<file path="src/rtl/fts_pkg.sv">
package fts_pkg;
    localparam int unsigned DEF_DATA_W = 4;
    localparam int unsigned DEF_DEPTH  = 14;

    // A word may advance when it is present and the slot below is vacant.
    function automatic logic may_advance(input logic here, input logic below);
        return here & ~below;
    endfunction
endpackage

</file>
<file path="src/rtl/fts_advance.sv">
module fts_advance #(
    parameter int unsigned DEPTH = fts_pkg::DEF_DEPTH
) (
    input  logic [DEPTH-1:0] occ,
    input  logic             wr_en,
    input  logic             take,
    output logic [DEPTH-1:0] load,
    output logic [DEPTH-1:0] leave
);
    localparam int unsigned LAST = DEPTH - 1;

    logic [LAST-1:0] step;

    genvar i;
    generate
        for (i = 0; i < LAST; i++) begin : g_step
            assign step[i] = fts_pkg::may_advance(occ[i], occ[i+1]);
        end
        for (i = 0; i < DEPTH; i++) begin : g_ctl
            if (i == 0) begin : g_top
                assign load[i] = wr_en & ~occ[0];
            end else begin : g_mid_load
                assign load[i] = step[i-1];
            end
            if (i == LAST) begin : g_bot
                assign leave[i] = take & occ[LAST];
            end else begin : g_mid_leave
                assign leave[i] = step[i];
            end
        end
    endgenerate
endmodule

</file>
<file path="src/rtl/fts_cell.sv">
module fts_cell #(
    parameter int unsigned DATA_W = fts_pkg::DEF_DATA_W
) (
    input  logic              clk,
    input  logic              rst,
    input  logic              load,
    input  logic [DATA_W-1:0] din,
    input  logic              leave,
    output logic              full,
    output logic [DATA_W-1:0] q
);
    always_ff @(posedge clk) begin
        if (rst) begin
            full <= 1'b0;
        end else if (load) begin
            full <= 1'b1;
        end else if (leave) begin
            full <= 1'b0;
        end
    end

    // Data bits carry no reset: only occupancy is initialised.
    always_ff @(posedge clk) begin
        if (load) begin
            q <= din;
        end
    end
endmodule

</file>
<file path="src/rtl/fts_stack.sv">
module fts_stack #(
    parameter int unsigned DATA_W = fts_pkg::DEF_DATA_W,
    parameter int unsigned DEPTH  = fts_pkg::DEF_DEPTH
) (
    input  logic              clk,
    input  logic              rst,
    input  logic              wr_en,
    input  logic [DATA_W-1:0] wr_data,
    output logic              top_empty,
    input  logic              take,
    output logic              bottom_valid,
    output logic [DATA_W-1:0] bottom_data
);
    localparam int unsigned LAST = DEPTH - 1;

    logic [DEPTH-1:0]  occ;
    logic [DEPTH-1:0]  load;
    logic [DEPTH-1:0]  leave;
    logic [DATA_W-1:0] cell_q [DEPTH];

    fts_advance #(.DEPTH(DEPTH)) u_adv (
        .occ   (occ),
        .wr_en (wr_en),
        .take  (take),
        .load  (load),
        .leave (leave)
    );

    genvar i;
    generate
        for (i = 0; i < DEPTH; i++) begin : g_cell
            logic [DATA_W-1:0] cell_in;
            if (i == 0) begin : g_src_top
                assign cell_in = wr_data;
            end else begin : g_src_above
                assign cell_in = cell_q[i-1];
            end
            fts_cell #(.DATA_W(DATA_W)) u_cell (
                .clk   (clk),
                .rst   (rst),
                .load  (load[i]),
                .din   (cell_in),
                .leave (leave[i]),
                .full  (occ[i]),
                .q     (cell_q[i])
            );
        end
    endgenerate

    assign top_empty    = ~occ[0];
    assign bottom_valid = occ[LAST];
    assign bottom_data  = cell_q[LAST];
endmodule

</file>
<file path="config.mk">
export PLATFORM = sky130hd
export DESIGN_NAME = fts_stack
export DESIGN_NICKNAME = d
export VERILOG_FILES = /design/src/rtl/fts_pkg.sv /design/src/rtl/fts_advance.sv /design/src/rtl/fts_cell.sv /design/src/rtl/fts_stack.sv
export SDC_FILE = /design/constraint.sdc
export NUM_CORES = 1
export LEC_CHECK = 0
export CORE_ASPECT_RATIO = 0.9
export CORE_MARGIN = 5
export CORE_UTILIZATION = 30
export CTS_BUF_LIST = sky130_fd_sc_hd__clkbuf_16
export DETAILED_ROUTE_END_ITERATION = 12
export SLEW_MARGIN = 5
export SYNTH_ARGS = -nofsm -noshare
export SYNTH_HDL_FRONTEND = slang
export SYNTH_SLANG_ARGS = --single-unit
</file>
<file path="constraint.sdc">
create_clock -name clk -period 1.2 [get_ports clk]
set_input_delay 0.12 -clock clk [delete_from_list [all_inputs] [get_ports clk]]
set_output_delay 0.12 -clock clk [all_outputs]
set_load 0.1 [all_outputs]
</file>
==> metrics.yaml, run 1 <==
timing:
  layout_min_cycle_time_ns: 1.129
  clock.fmax_ghz: 0.8859
  tightest_slew_ns: 0.3802
  rsz0062_at_grt: "no"
  slew_headroom: 0.7460
  fin_crit_sh: 0.9407
  hold_viol_final: 0
  fin_skew_ns: 0.005256
  fin_setup_tns_ns: 0
  setup_viol: 0
  finalMaxSlewViolations: 0
final_layout:
  drive_above_1_share: 0.1944
  multiInputGateArea_um2: 300.3
  seq_area_um2: 1967
  diodes: 0
  area_growth_pct: 27.40
  nFillCells: 670
  nNetsFinal: 147
synth:
  yosys.area_share.adder: 0
  synthMuxAreaShare: 0.05733
  synth_top_family_by_area: "simple AND/OR/NAND/NOR gates"
  avgSynthCellArea_um2: 19.91
  synth_cell_types: 11
  syn_area_um2: 2270
  syn_inst: 114
  synth_compound_area_frac: 0.003308
  syn_nets: 122
  yosys_warnings: 0
  synth-simple-area-share: 0.06836
  synth-seq-cells: 70
  seq_area_frac_synth: 0.8644
  synthXorXnorAreaFrac: 0
power_and_ir_drop:
  p_leak_nw: 0.9768
  irDropWorstVdd_v: 0.001071
  power_mw: 5.238
  power_density_nw_per_um2: 1811
worst_setup_path:
  worstSetupStartpointType: "flop"
  crit_path_start: "g_cell[0].u_cell.full"
  required_ns: 1.08
  rrSetupSlack_ns: 0.10
  r2r_start: "g_cell[12].u_cell.full"
  critPathKind: "reg -> out"
  rr_endpoint: "g_cell[13].u_cell.q[2]"
  crit_fanout: 4
  worst_setup_path_end_kind: "primary output"
  r2r_cells: 1
  cp.arrival_ns: 1.01
clock_tree:
  clock-root-buffer: "clkbuf_16"
  post_cts_resized: 0
  ctsHoldBuffers: 0
  cts_buffer_depth: 2
  clk_latency_ns: 0.32
  cts_tree: "done"
  post-cts-setup-buffers: 0
  clk_pin_slew_ns: 0.05
  numCtsBuffers: 9
  cts.htree.levels: 3
  clkSinkCount: 70
grt:
  grt_pass1_vias: 971
  antenna_found_initial: 0
  grt_util_all_layers: 0.07060
  grt_max_degree: 13
  grt_overflow: 0
  grt_pass1_wl_um: 4726
min_path:
  hp-class: "in -> reg"
  holdPathStages: 1
  worstHoldStart: "wr_data[1]"
  hold-path-endpoint: "g_cell[0].u_cell.q[1]"
die:
  die_x_um: 101.7
  rows: 30
  die-area_um2: 9407
  dieHeight_um: 92.52
  io_pins: 14
  coreArea_um2: 7470
  start_util: 0.3039
run:
  cap_violations: 0
run_status:
  status: "completed"
detailed_routing:
  vias: 967
  routedWlPerCell_um: 11.98
  drtPass1Iterations: 4
  drt_iter0_drc: 20
  wl_um: 2876
  drcViolationCount: 0
  ant_nets: 0
  via_per_inst: 4.029
placement:
  gp_congestion: 0.6448
  io_buffers: 13
==> per-stage QoR <==
| stage | util | hold slack [ns] | instance area, um^2 | cells | setup WS, ns |
|---|---|---|---|---|---|
| global route | 0.3871 | 0.3298 | 2892 | 240 | 0.01711 |
| global placement | 0.3481 | 0.4026 | 2600 | 224 | 0.04267 |
| CTS | 0.3871 | 0.3381 | 2892 | 240 | 0.04844 |
| floorplan | - | 0.1910 | 2286 | 114 | -0.1784 |
| detailed placement | 0.3481 | 0.4051 | 2600 | 224 | 0.02230 |
| finish | 0.3871 | 0.3511 | 2892 | 240 | 0.07120 |
==> how the worst max path moves through the flow <==
stage	slack (ns)	depth (start not counted)	end
2_1_floorplan	-0.18	2	g_cell[1].u_cell.q[0]
3_3_place_gp	0.04	3	g_cell[0].u_cell.q[1]
3_5_place_dp	0.02	3	g_cell[0].u_cell.q[2]
4_1_cts	0.05	2	top_empty
5_1_grt	0.02	2	top_empty
6_report	0.07	2	top_empty
==> Yosys cell counts <==
cell	count	area (um^2)
edfxtp_1	56	1682
dfxtp_1	14	280.3
nor2_1	14	52.55
mux2i_1	13	130.1
and2b_1	10	75.07
nor2b_1	2	12.51
a211oi_1	1	7.510
and2b_2	1	8.760
buf_6	1	11.26
inv_1	1	3.750
nor2_2	1	6.260
==> cell families (layout without fill, tap and decap cells) <==
| kind of cell | count (synthesis) | after routing |
|---|---|---|
| mux | 13 | 13 |
| buf+inv | 2 | 32 |
| flops | 70 | 70 |
| compound gates | 1 | 1 |
| simple gates | 28 | 28 |
==> sequential cells by signal, summed over array words and instances (netlist names) <==
name	count
g_cell.u_cell.q	56
g_cell.u_cell.full	14
==> placed cells by master (no fill, tap or decap) <==
cell / count
edfxtp_1: 56
mux2i_1: 13
nor2_1: 13
dfxtp_1: 12
and2b_1: 10
clkbuf_16: 9
clkdlybuf4s50_1: 7
buf_12: 6
clkinvlp_4: 3
nor2b_1: 2
buf_4: 2
and2b_2: 1
nor2_4: 1
a211oi_1: 1
nor2_2: 1
clkinv_1: 1
inv_1: 1
bufinv_16: 1
clkinv_4: 1
clkinv_2: 1
dfxtp_4: 1
dfxtp_2: 1
==> area by class of cell <==
class                   count  share of cell area
flip-flops and latches     70              0.6802
multi-input cells          42              0.1039
repair buffers             15             0.07097
inverters                   1            0.002596
clock buffers               9             0.07789
clock inverters             7             0.02293
well taps                  96             0.04154
==> worst max-delay path, stage by stage, from the launching register on <==
cell,delay (ns)
dfxtp_4,0.37
clkinvlp_4,0.13
buf_12,0.18
==> routing by layer <==
| layer | part of all wire | global-route usage | vias up | wire [um] |
|---|---|---|---|---|
| li1 | - | - | 470 | - |
| met1 | 0.39 | 0.06676 | 470 | 1116 |
| met2 | 0.54 | 0.1182 | 22 | 1539 |
| met3 | 0.063 | 0.04970 | 5 | 180 |
| met4 | 0.014 | 0.02658 | 0 | 40 |
| met5 | 0 | 0 | - | 0 |
==> report_power, final <==
group | switching, mW | internal (mW) | total (mW)
Sequential | 0.0157 | 2.63 | 2.65
Combinational | 0.0468 | 0.0459 | 0.0927
Clock | 0.908 | 1.59 | 2.50
Total | 0.971 | 4.27 | 5.24
Power figures use the tool's default switching activity.
==> run 2: changes to the inputs <==
Settings changed: CTS_CLUSTER_SIZE from default to 10.
==> results of run 2 <==
Same layout as run 1: the final DEF is identical, and so are final timing and power.
